**config.mk**
```make
export PLATFORM = sky130hd
export DESIGN_NAME = prst_seq
export DESIGN_NICKNAME = d
export VERILOG_FILES = /design/src/rtl/prst_pkg.sv /design/src/rtl/prst_addr_sel.sv /design/src/rtl/prst_poll_timer.sv /design/src/rtl/prst_fsm.sv /design/src/rtl/prst_seq.sv
export SDC_FILE = /design/constraint.sdc
export NUM_CORES = 1
export LEC_CHECK = 0
export ABC_AREA = 1
export BUFFER_PORTS_ARGS = -buffer_cell sky130_fd_sc_hd__buf_2
export CORE_ASPECT_RATIO = 0.8
export CORE_MARGIN = 2
export CORE_UTILIZATION = 35
export DETAILED_ROUTE_END_ITERATION = 12
export GPL_TIMING_DRIVEN = 1
export PLACE_DENSITY = 0.73
export SKIP_CTS_REPAIR_TIMING = 1
export SLEW_MARGIN = 30
export SYNTH_ARGS = -nofsm -noshare
export SYNTH_HDL_FRONTEND = slang
export SYNTH_SLANG_ARGS = --single-unit
export TNS_END_PERCENT = 1
```
**constraint.sdc**
```tcl
create_clock -name clk -period 2.2 [get_ports clk]
set_input_delay 0.44 -clock clk [delete_from_list [all_inputs] [get_ports clk]]
set_output_delay 0.44 -clock clk [all_outputs]
set_load 0.01 [all_outputs]
```
**src/rtl/prst_pkg.sv**
```systemverilog
package prst_pkg;

    typedef enum logic [1:0] {
        STEP_RST_ON  = 2'd0,
        STEP_CLK_OFF = 2'd1,
        STEP_RST_OFF = 2'd2,
        STEP_CLK_ON  = 2'd3
    } step_e;

    typedef enum logic [1:0] {
        PH_IDLE,
        PH_WRITE,
        PH_RD_REQ,
        PH_RD_WAIT
    } phase_e;

    // Per-step decode: which control pair, set or clear register, target level
    typedef struct packed {
        logic clk_side;
        logic clear_reg;
        logic want;
    } step_info_t;

    localparam int unsigned CLR_OFFSET = 4;

    function automatic step_info_t step_info(step_e s);
        step_info_t r;
        case (s)
            STEP_RST_ON:  r = '{clk_side: 1'b0, clear_reg: 1'b0, want: 1'b1};
            STEP_CLK_OFF: r = '{clk_side: 1'b1, clear_reg: 1'b1, want: 1'b0};
            STEP_RST_OFF: r = '{clk_side: 1'b0, clear_reg: 1'b1, want: 1'b0};
            default:      r = '{clk_side: 1'b1, clear_reg: 1'b0, want: 1'b1};
        endcase
        return r;
    endfunction

endpackage

```
**src/rtl/prst_addr_sel.sv**
```systemverilog
module prst_addr_sel
    import prst_pkg::*;
#(
    parameter int unsigned AW            = 16,
    parameter int unsigned CLK_SET_ADDR  = 32'h338,
    parameter int unsigned RST_SET_ADDR  = 32'hA38,
    parameter int unsigned CLK_STAT_ADDR = 32'h531C,
    parameter int unsigned RST_STAT_ADDR = 32'h5A1C
) (
    input  step_e          step_i,
    output logic [AW-1:0]  wr_addr_o,
    output logic [AW-1:0]  rd_addr_o
);
    localparam logic [AW-1:0] CLK_SET_A = AW'(CLK_SET_ADDR);
    localparam logic [AW-1:0] CLK_CLR_A = AW'(CLK_SET_ADDR + CLR_OFFSET);
    localparam logic [AW-1:0] RST_SET_A = AW'(RST_SET_ADDR);
    localparam logic [AW-1:0] RST_CLR_A = AW'(RST_SET_ADDR + CLR_OFFSET);
    localparam logic [AW-1:0] CLK_ST_A  = AW'(CLK_STAT_ADDR);
    localparam logic [AW-1:0] RST_ST_A  = AW'(RST_STAT_ADDR);

    step_info_t info;

    always_comb begin
        info = step_info(step_i);
        if (info.clk_side) begin
            wr_addr_o = info.clear_reg ? CLK_CLR_A : CLK_SET_A;
            rd_addr_o = CLK_ST_A;
        end else begin
            wr_addr_o = info.clear_reg ? RST_CLR_A : RST_SET_A;
            rd_addr_o = RST_ST_A;
        end
    end

endmodule

```
**src/rtl/prst_poll_timer.sv**
```systemverilog
module prst_poll_timer #(
    parameter int unsigned LIMIT = 1000000
) (
    input  logic clk,
    input  logic rst,
    input  logic clr_i,
    input  logic tick_i,
    output logic last_o
);
    localparam int unsigned CW = $clog2(LIMIT + 1);
    localparam logic [CW-1:0] LAST_V = CW'(LIMIT - 1);

    logic [CW-1:0] cnt_q;

    assign last_o = (cnt_q == LAST_V);

    always_ff @(posedge clk) begin
        if (rst || clr_i) begin
            cnt_q <= '0;
        end else if (tick_i && !last_o) begin
            cnt_q <= cnt_q + 1'b1;
        end
    end

    // the completed-read count never passes the poll budget
    assert_cnt_bound_R5: assert property (@(posedge clk) disable iff (rst)
        cnt_q < CW'(LIMIT));

endmodule

```
**src/rtl/prst_fsm.sv**
```systemverilog
module prst_fsm
    import prst_pkg::*;
(
    input  logic       clk,
    input  logic       rst,
    input  logic       start_i,
    input  logic       rvalid_i,
    input  logic       rbit_i,
    input  logic       poll_last_i,
    output step_e      step_o,
    output logic       busy_o,
    output logic       done_o,
    output logic       err_o,
    output logic [1:0] err_step_o,
    output logic       bus_wr_o,
    output logic       bus_rd_o,
    output logic       poll_clr_o,
    output logic       poll_tick_o
);
    phase_e     phase_q;
    step_e      step_q;
    logic       done_q, err_q;
    logic [1:0] err_step_q;
    logic       hit;

    assign hit         = (rbit_i == step_info(step_q).want);
    assign step_o      = step_q;
    assign busy_o      = (phase_q != PH_IDLE);
    assign bus_wr_o    = (phase_q == PH_WRITE);
    assign bus_rd_o    = (phase_q == PH_RD_REQ);
    assign poll_clr_o  = (phase_q == PH_WRITE);
    assign poll_tick_o = (phase_q == PH_RD_WAIT) && rvalid_i;
    assign done_o      = done_q;
    assign err_o       = err_q;
    assign err_step_o  = err_step_q;

    always_ff @(posedge clk) begin
        if (rst) begin
            phase_q    <= PH_IDLE;
            step_q     <= STEP_RST_ON;
            done_q     <= 1'b0;
            err_q      <= 1'b0;
            err_step_q <= 2'd0;
        end else begin
            case (phase_q)
                PH_IDLE: begin
                    if (start_i) begin
                        phase_q    <= PH_WRITE;
                        step_q     <= STEP_RST_ON;
                        done_q     <= 1'b0;
                        err_q      <= 1'b0;
                        err_step_q <= 2'd0;
                    end
                end
                PH_WRITE:  phase_q <= PH_RD_REQ;
                PH_RD_REQ: phase_q <= PH_RD_WAIT;
                default: begin
                    if (rvalid_i) begin
                        if (hit) begin
                            if (step_q == STEP_CLK_ON) begin
                                phase_q <= PH_IDLE;
                                done_q  <= 1'b1;
                            end else begin
                                step_q  <= step_e'(step_q + 2'd1);
                                phase_q <= PH_WRITE;
                            end
                        end else if (poll_last_i) begin
                            phase_q    <= PH_IDLE;
                            err_q      <= 1'b1;
                            err_step_q <= step_q;
                        end else begin
                            phase_q <= PH_RD_REQ;
                        end
                    end
                end
            endcase
        end
    end

    // Tracks a read in flight, used only by the checks below
    logic rd_pend_q;
    always_ff @(posedge clk) begin
        if (rst)           rd_pend_q <= 1'b0;
        else if (bus_rd_o) rd_pend_q <= 1'b1;
        else if (rvalid_i) rd_pend_q <= 1'b0;
    end

    assert_one_read_R10: assert property (@(posedge clk) disable iff (rst)
        bus_rd_o |-> !rd_pend_q);

    assert_wr_then_rd_R4: assert property (@(posedge clk) disable iff (rst)
        bus_wr_o |=> bus_rd_o);

    assert_flags_excl_R9: assert property (@(posedge clk) disable iff (rst)
        !(done_o && err_o));

    assert_flags_hold_R9: assert property (@(posedge clk) disable iff (rst)
        (!busy_o && !start_i) |=> ($stable(done_o) && $stable(err_o)));

    assert_idle_quiet_R2: assert property (@(posedge clk) disable iff (rst)
        !busy_o |-> !(bus_wr_o || bus_rd_o));

    assert_start_ignored_R8: assert property (@(posedge clk) disable iff (rst)
        (busy_o && start_i && bus_wr_o) |=> (bus_rd_o && busy_o));

endmodule

```
**src/rtl/prst_seq.sv**
```systemverilog
module prst_seq
    import prst_pkg::*;
#(
    parameter int unsigned AW            = 16,
    parameter int unsigned DW            = 32,
    parameter int unsigned CLK_SET_ADDR  = 32'h338,
    parameter int unsigned RST_SET_ADDR  = 32'hA38,
    parameter int unsigned CLK_STAT_ADDR = 32'h531C,
    parameter int unsigned RST_STAT_ADDR = 32'h5A1C,
    parameter int unsigned POLL_LIMIT    = 1000000
) (
    input  logic          clk,
    input  logic          rst,
    input  logic          start_i,
    output logic          busy_o,
    output logic          done_o,
    output logic          err_o,
    output logic [1:0]    err_step_o,
    output logic          bus_wr_o,
    output logic          bus_rd_o,
    output logic [AW-1:0] bus_addr_o,
    output logic [DW-1:0] bus_wdata_o,
    input  logic          bus_rvalid_i,
    input  logic [DW-1:0] bus_rdata_i
);
    step_e         step;
    logic [AW-1:0] wr_addr, rd_addr;
    logic          poll_clr, poll_tick, poll_last;
    logic          unused_rdata;

    assign unused_rdata = ^bus_rdata_i[DW-1:1];

    prst_fsm u_fsm (
        .clk         (clk),
        .rst         (rst),
        .start_i     (start_i),
        .rvalid_i    (bus_rvalid_i),
        .rbit_i      (bus_rdata_i[0]),
        .poll_last_i (poll_last),
        .step_o      (step),
        .busy_o      (busy_o),
        .done_o      (done_o),
        .err_o       (err_o),
        .err_step_o  (err_step_o),
        .bus_wr_o    (bus_wr_o),
        .bus_rd_o    (bus_rd_o),
        .poll_clr_o  (poll_clr),
        .poll_tick_o (poll_tick)
    );

    prst_poll_timer #(.LIMIT(POLL_LIMIT)) u_timer (
        .clk    (clk),
        .rst    (rst),
        .clr_i  (poll_clr),
        .tick_i (poll_tick),
        .last_o (poll_last)
    );

    prst_addr_sel #(
        .AW            (AW),
        .CLK_SET_ADDR  (CLK_SET_ADDR),
        .RST_SET_ADDR  (RST_SET_ADDR),
        .CLK_STAT_ADDR (CLK_STAT_ADDR),
        .RST_STAT_ADDR (RST_STAT_ADDR)
    ) u_addr (
        .step_i    (step),
        .wr_addr_o (wr_addr),
        .rd_addr_o (rd_addr)
    );

    assign bus_addr_o  = bus_wr_o ? wr_addr : rd_addr;
    assign bus_wdata_o = DW'(1);

    // a failure report names the step that was running
    assert_err_step_R7: assert property (@(posedge clk) disable iff (rst)
        $rose(err_o) |-> (err_step_o == $past(step)));

endmodule

```
After elaboration in Yosys (flattened, before gate mapping):

Cells that the tools add are included.

* register bits after elaboration: 28
* output and inout bits: 55
* input port bits: 36
* word-level logic and storage cells: 67

* reductions and logical operators: 17
* add/sub/neg operators: 2
* muxes and demuxes: 30
* eq/ne operators: 11
* bitwise operators: 1

Operators with widths (count)
* 2-to-1 mux 16 bit: 2
* 2-to-1 mux 2 bit: 11
* adder 20 x 1 -> 20 bit, second input constant: 1
* == test 20 bit, second input constant: 1
* AND reduction 5 bit: 3
* 2-to-1 mux 12 bit: 1
* nonzero test 2 bit: 5
* one-hot mux 3 bit (3 select lines): 1
* == test 2 bit, second input constant: 4
* 2-to-1 mux 1 bit: 8
* one-hot mux 2 bit (2 select lines): 2
* 2-to-1 mux 3 bit: 2
* != test 2 bit, second input constant: 3
* one-hot mux 2 bit (3 select lines): 1
* == test 2 x 1 -> 1 bit, second input constant: 2
* zero test 2 bit: 2
* one-hot mux 1 bit (2 select lines): 2
* nonzero test 4 bit: 1
* adder 2 x 1 -> 2 bit, second input constant: 1
* logical AND 1 bit: 2
* AND reduction 2 bit: 1
* OR reduction 2 bit: 1
* == test 1 bit: 1
* zero test 1 bit: 1
* other kinds (2): 2

Logic depth before layout (Yosys ltp):

Gate-level depths: netlist of run 1.

* word-level depth: 6
* depth in mapped cells: 10
* gate-level depth less buffers: 10

Cells and area by module:

A second synthesis of run 1 with hierarchy kept.

* cell total of the unflattened synthesis: 396
* area, all modules: 2521.2 sq um

Modules (own cells, without submodules)
* prst_poll_timer: seq. area each 400.4 sq um, times used 1, area an instance 1198.6 sq um, cells each 186
* prst_fsm: seq. area each 160.2 sq um, times used 1, area an instance 558.0 sq um, cells each 85
* prst_seq: seq. area each 0.0 sq um, times used 1, area an instance 491.7 sq um, cells each 86
* prst_addr_sel: seq. area each 0.0 sq um, times used 1, area an instance 272.8 sq um, cells each 39

Least setup slack after synthesis of run 1:

No wires, ideal clock.

* path type: reg-to-reg
* start point: register u_timer.cnt_q[0]
* end point: register u_timer.cnt_q[13]
* clock period less this slack: 1.561 ns
* stages on the path, launching flop included: 10
* library setup time: 0.135 ns
* slack: 0.639 ns
* data required time: 2.065 ns
* arrival: 1.425 ns
* path buffers: 1
* path through: dfxtp_1 > ha_1 > inv_2 > nor2_2 > nand3_1 > nor2_2 > nor2_2 > buf_4 > nand2_1 > a21oi_1

* longest elaborated chain between the ends: 3
* elaborated cells on any way between the ends: 4
* those cells by class: 1 x add/sub; 1 x eq/ne; 2 x reduce/logical

Ends and longest elaborated chain
* start, declared: RTL line prst_poll_timer.sv:13 `logic [CW-1:0] cnt_q;`
* start signal, assigned: RTL line prst_poll_timer.sv:21 `cnt_q <= cnt_q + 1'b1;`
* parallel branches: the longest is 3 deep, another holds adder 20 x 1 -> 20 bit

Several ways; the timed one is not identified.
A chain may end at the register's enable or synchronous reset.

Worst setup path in the final report of run 1:

* start point: register u_timer.cnt_q[0]
* end point: register u_timer.cnt_q[10]

The elaborated chain is that of the path after synthesis.

==> impl_metrics.tcl, run 1 <==
set metrics [dict create \
    status "completed" \
    hp-start "rst" \
    crit_fanout 21 \
    coreArea_um2 6006 \
    regToRegSetupSlack_ns 0.24 \
    clk_pin_slew_ns 0.10 \
    yosysSeqAreaShare_pct 25.33 \
    fmax_mhz 511.3 \
    hold_path_depth 2 \
    r2r_start "u_timer.cnt_q[0]$_SDFFE_PP0P_" \
    synth_area_um2 2213 \
    wl_met1_mm 2.254 \
    die_y_um 75.13 \
    cellPowerDensity_nw_per_um2 649.9 \
    synth-adder-area-share_pct 5.088 \
    firstDrtPassIters 4 \
    final_cell_count_no_fill 433 \
    ios 91 \
    max-slew-margin-rel_pct 40.02 \
    numCtsBuffers 3 \
    port_buffers 17 \
    internal-power_uw 875.4 \
    antenna_found_initial 0 \
    grt.total_usage_pct 12.84 \
    die_width_um 92.91 \
    ant_nets 0 \
    seq_power_share_pct 38.9 \
    root_buffer "clkbuf_8" \
    hold_class "primary input to register" \
    yosys_register_bits 28 \
    area_growth_pct 1.639 \
    rsz0062_at_grt "false" \
    synth.area.mux_share_pct 0 \
    avgSynthCellArea_um2 6.548 \
    cts_num_sinks 28 \
    slew_violations 0 \
    fin_crit_sh_pct 88.90 \
    crit_family "simple AND/OR/NAND/NOR gates" \
    critPathMaxStageDelay_ns 0.68 \
    endpoint_kind "register" \
    synth_xor_area_share_pct 5.936 \
    cp.arrival_ns 2.18 \
    swShare_pct 40.12 \
    setup_viol 0 \
    worstMarginPinSlew_ns 0.8987 \
    met3_length_um 281 \
    final.min_clock_period_ns 1.956 \
    grt-ovfl-total 0 \
    finalHoldViolations 0 \
    start_kind "register" \
    cts_tree "yes" \
    worstHoldEndpoint "u_fsm.step_o[1]$_SDFFE_PP0P_" \
    required_ns 2.42 \
    nets 398 \
    ff2ff_path_depth 8 \
    post_route_cells_drive_above_1_share_pct 10.51 \
    peakVddDrop_mv 0.2960 \
    initial_core_util_pct 36.85 \
    num_vias 1919 \
    clk_latency_ns 0.28 \
    wl_met2_mm 1.971 \
    power_uw 1462 \
    layout_common_cells "89 x nand2_1, 47 x nor2_1, 42 x conb_1, 28 x dfxtp_1, 27 x inv_1" \
    drt_iter0_markers 203 \
    cts_max_path_buffers 2 \
    clock_skew_ns 0.006309 \
    final_common_cell "nand2_1" \
    grt_pass1_vias 1591 \
    synth_top_family_by_area "simple AND/OR/NAND/NOR gates" \
    synth_cell_types 31 \
    rows 25 \
    htreeDepth 1 \
    yosys_warnings 0 \
    fin_tns_setup_ns 0 \
    p_leak_uw 0.0008968 \
    wl_per_cell_um 10.41 \
    syn-instance-count 338 \
    async_reset_ff_share_pct 0 \
    grt_pass1_wl_mm 7.307 \
    diodes 0 \
    hold_slack_ns 0.3900 \
    wl_mm 4.506 \
    timing.rr.end "u_timer.cnt_q[10]$_SDFFE_PP0P_" \
    maxCapViolCount 0 \
    dp_cells 429 \
    pwr-share-comb_pct 38.3 \
    gp_congestion 0.9675 \
    drc_errors 0 \
    slowest_stage "nor2_2" \
    detailed_place_hpwl_mm 3.428 \
    maxUsedRoutingLayer "met3" \
    critical_path_class "register to register" \
    crit_top_cell "nor2_2" \
    synth-main-ff-cell "dfxtp_1" \
    path_cells "ha_1 > inv_2 > nor2_2 > nand3_1 > nor2_2 > nor2_2 > nand2_1 > a21oi_2" \
    synthSimpleGateAreaFrac_pct 33.07 \
    die_area_um2 6980 \
    clock_power_share_pct 22.8 \
    synth_compound_area_share_pct 8.253 \
    vias_per_cell 4.432 \
    path_buf_inv 1 \
    synth_enable_flop_cells 0 \
    switching_power_uw 586.6 \
    grt_max_degree 22 \
]
==> state kept, by name, summed over array words and instances, names as in the netlist <==
name / cells
u_fsm.phase_q: 2
u_fsm.err_o: 1
u_fsm.done_o: 1
u_fsm.step_o: 2
u_fsm.err_step_o: 2
u_timer.cnt_q: 20
==> power by group through the flow <==
stage / combinational (uW) / clock [uW] / sequential (uW)
finish: 560 / 333 / 569
global route: 626 / 364 / 576
CTS: 559 / 342 / 569
detailed placement: 557 / 0 / 581
global placement: 545 / 0 / 578
floorplan: 481 / 0 / 572
==> worst max path at each step <==
stage / start / to / slack [ns] / cells after the start
after global routing: u_timer.cnt_q[0]$_SDFFE_PP0P_ / u_timer.cnt_q[15]$_SDFFE_PP0P_ / 0.06 / 10
after detailed placement: u_timer.cnt_q[0]$_SDFFE_PP0P_ / u_timer.cnt_q[11]$_SDFFE_PP0P_ / 0.28 / 8
after CTS: u_timer.cnt_q[0]$_SDFFE_PP0P_ / u_timer.cnt_q[10]$_SDFFE_PP0P_ / 0.25 / 8
after floorplan: u_timer.cnt_q[0]$_SDFFE_PP0P_ / u_timer.cnt_q[13]$_SDFFE_PP0P_ / 0.64 / 9
after global placement: u_timer.cnt_q[0]$_SDFFE_PP0P_ / u_timer.cnt_q[15]$_SDFFE_PP0P_ / 0.29 / 10
final: u_timer.cnt_q[0]$_SDFFE_PP0P_ / u_timer.cnt_q[10]$_SDFFE_PP0P_ / 0.24 / 8
==> per-layer routing <==
metal	global-route usage [%]	vias to the layer above
li1	-	1001
met1	19.11	854
met2	19.73	64
met3	3.103	0
met4	0.9804	0
met5	0	-
==> through the flow <==
| stage | instance area (um^2) | setup WS, ns | utilization (%) |
|---|---|---|---|
| final | 2250 | 0.2443 | 37.46 |
| after floorplan | 2364 | 0.6392 | - |
| after global routing | 2250 | 0.05943 | 37.46 |
| after detailed placement | 2195 | 0.2766 | 36.54 |
| after global placement | 2195 | 0.2897 | 36.54 |
| after CTS | 2250 | 0.2549 | 37.46 |
==> synth_stat cells, types with 2 or more instances <==
master,count,area [um^2]
nor3_1,2,10.01
xor2_1,10,87.58
nor2_1,47,176.4
o21ai_0,4,20.02
ha_1,9,112.6
nor2_2,4,25.02
buf_2,2,10.01
inv_1,27,101.4
xnor2_1,5,43.79
nand3_2,3,30.03
nand3_1,18,90.09
buf_4,45,337.8
a21oi_1,20,100.1
nand2_1,89,334.1
a31oi_1,2,12.51
dfxtp_1,28,560.5
o21ai_1,2,10.01
a21oi_2,2,17.52
o21a_1,2,15.01
conb_1,2,7.510
nand4_1,5,31.28
==> cells by family after synthesis <==
family	count (synthesis)
AND/OR/NAND/NOR	172
buffers and inverters	79
AO/OA/AOI/OAI	33
flip-flops	28
XOR/XNOR	15
adder cells (fa/ha/maj)	9
other	2
==> final cells by class <==
class	count	area, um^2
Fill cell	651	3756
Multi-Input combinational cell	271	1316
Sequential cell	28	560.5
Inverter	29	108.9
Timing Repair Buffer	20	107.6
Tap cell	81	101.3
Clock buffer	4	55.05
Power figures use the tool's default switching activity.
==> run 2, diff against run 1 <==
REMOVE_ABC_BUFFERS = 1   (was not set)
==> run 2 against run 1 <==
Against the previous run: first-iteration DRC count down 17%; sequential power about the same; non-clock buffer count up 1.
==> impl_metrics.tcl, run 2 (synthesized netlist as in run 1, its figures left out) <==
set metrics [dict create \
    max-slew-margin-rel_pct 42.70 \
    cts_num_sinks 28 \
    cts_max_path_buffers 2 \
    port_buffers 17 \
    final_common_cell "nand2_1" \
    rsz0062_at_grt "false" \
    clk_latency_ns 0.27 \
    dp_slack_ns 0.2990 \
    top_register "u_timer.cnt_q" \
    rows 25 \
    p_leak_uw 0.0008943 \
    maxUsedRoutingLayer "met4" \
    critical_path_class "register to register" \
    grt.total_usage_pct 12.57 \
    post_route_cells_drive_above_1_share_pct 10.51 \
    setup_viol 0 \
    final.min_clock_period_ns 1.915 \
    fmax_mhz 522.1 \
    clk_pin_slew_ns 0.09 \
    cellPowerDensity_nw_per_um2 624.3 \
    num_vias 1898 \
    die_width_um 92.91 \
    layout_common_cells "89 x nand2_1, 47 x nor2_1, 42 x conb_1, 28 x dfxtp_1, 27 x inv_1" \
    initial_core_util_pct 36.85 \
    grt-ovfl-total 0 \
    slew_violations 0 \
    hold_class "primary input to register" \
    grt_pass1_wl_mm 7.148 \
    ios 91 \
    met3_length_um 333 \
    peakVddDrop_mv 0.2753 \
    grt_pass1_vias 1546 \
    wl_mm 4.442 \
    cts_tree "yes" \
    wl_per_cell_um 10.26 \
    largest_reg_flops 20 \
    start_kind "register" \
    crit_fanout 21 \
    area_growth_pct 1.357 \
    timing.final.ws_setup_ns 0.2846 \
    status "completed" \
    gp_congestion 0.8919 \
    die_y_um 75.13 \
    coreArea_um2 6006 \
    detailed_place_hpwl_mm 3.458 \
    firstDrtPassIters 4 \
    ant_nets 0 \
    required_ns 2.42 \
    cp.arrival_ns 2.13 \
    clock_skew_ns 0.003765 \
    maxCapViolCount 0 \
    fin_tns_setup_ns 0 \
    vias_per_cell 4.383 \
    endpoint_kind "register" \
    nets 399 \
    die_area_um2 6980 \
    antenna_found_initial 0 \
    finalHoldViolations 0 \
    drt_iter0_markers 169 \
    wl_met1_mm 2.260 \
    root_buffer "clkbuf_8" \
    worstMarginPinSlew_ns 0.8586 \
    htreeDepth 1 \
    fin_crit_sh_pct 87.07 \
    numCtsBuffers 3 \
    drc_errors 0 \
    diodes 0 \
    wl_met2_mm 1.837 \
    grt_max_degree 22 \
]
## run 2: layout make-up
class	count	area [um^2]
Timing Repair Buffer	21	115.1
Fill cell	633	3762
Inverter	29	108.9
Multi-Input combinational cell	271	1316
Sequential cell	28	560.5
Clock buffer	3	41.29
Tap cell	81	101.3
## run 2: worst max-delay path, cell delays in order, from the launching register on
cell,delay (ns)
dfxtp_1,0.38
ha_1,0.25
inv_2,0.06
nor2_2,0.05
nand3_1,0.09
nor2_2,0.06
nor2_2,0.65
nand2_1,0.10
nand2_1,0.09
inv_1,0.04
nor2_1,0.08
## run 2: routing by layer
layer / track usage (%) / vias to the layer above
li1: - / 1001
met1: 18.98 / 825
met2: 19.32 / 70
met3: 2.503 / 2
met4: 0.9804 / 0
met5: 0 / -
## run 2: metrics by stage
| stage | power, uW | hold slack [ns] | utilization (%) | instance area (um^2) | std cells |
|---|---|---|---|---|---|
| after detailed placement | 1139 | 0.4586 | 36.67 | 2202 | 430 |
| final | 1401 | 0.3999 | 37.35 | 2243 | 433 |
| after global placement | 1130 | 0.4539 | 36.67 | 2202 | 430 |
| after floorplan | 960.2 | 0.4715 | - | 1986 | 328 |
| after CTS | 1414 | 0.3963 | 37.35 | 2243 | 433 |
| after global routing | 1519 | 0.4072 | 37.35 | 2243 | 433 |
## run 2: path summary, 6_finish.rpt
| kind | startpoint | end | slack [ns] | depth (start not counted) |
|---|---|---|---|---|
| worst max-delay path | u_timer.cnt_q[0]$_SDFFE_PP0P_ | u_timer.cnt_q[15]$_SDFFE_PP0P_ | 0.28 | 10 |
| worst min-delay path | rst | u_fsm.step_o[1]$_SDFFE_PP0P_ | 0.40 | 2 |
| worst max register to register | u_timer.cnt_q[0]$_SDFFE_PP0P_ | u_timer.cnt_q[15]$_SDFFE_PP0P_ | 0.28 | 10 |
| worst min register to register | u_fsm.done_o$_SDFFE_PP0P_ | u_fsm.done_o$_SDFFE_PP0P_ | 0.48 | 2 |
## run 2: where the power goes
part           switching (uW)  internal (uW)
registers                34.2            533
clock network             150            123
logic                     373            187
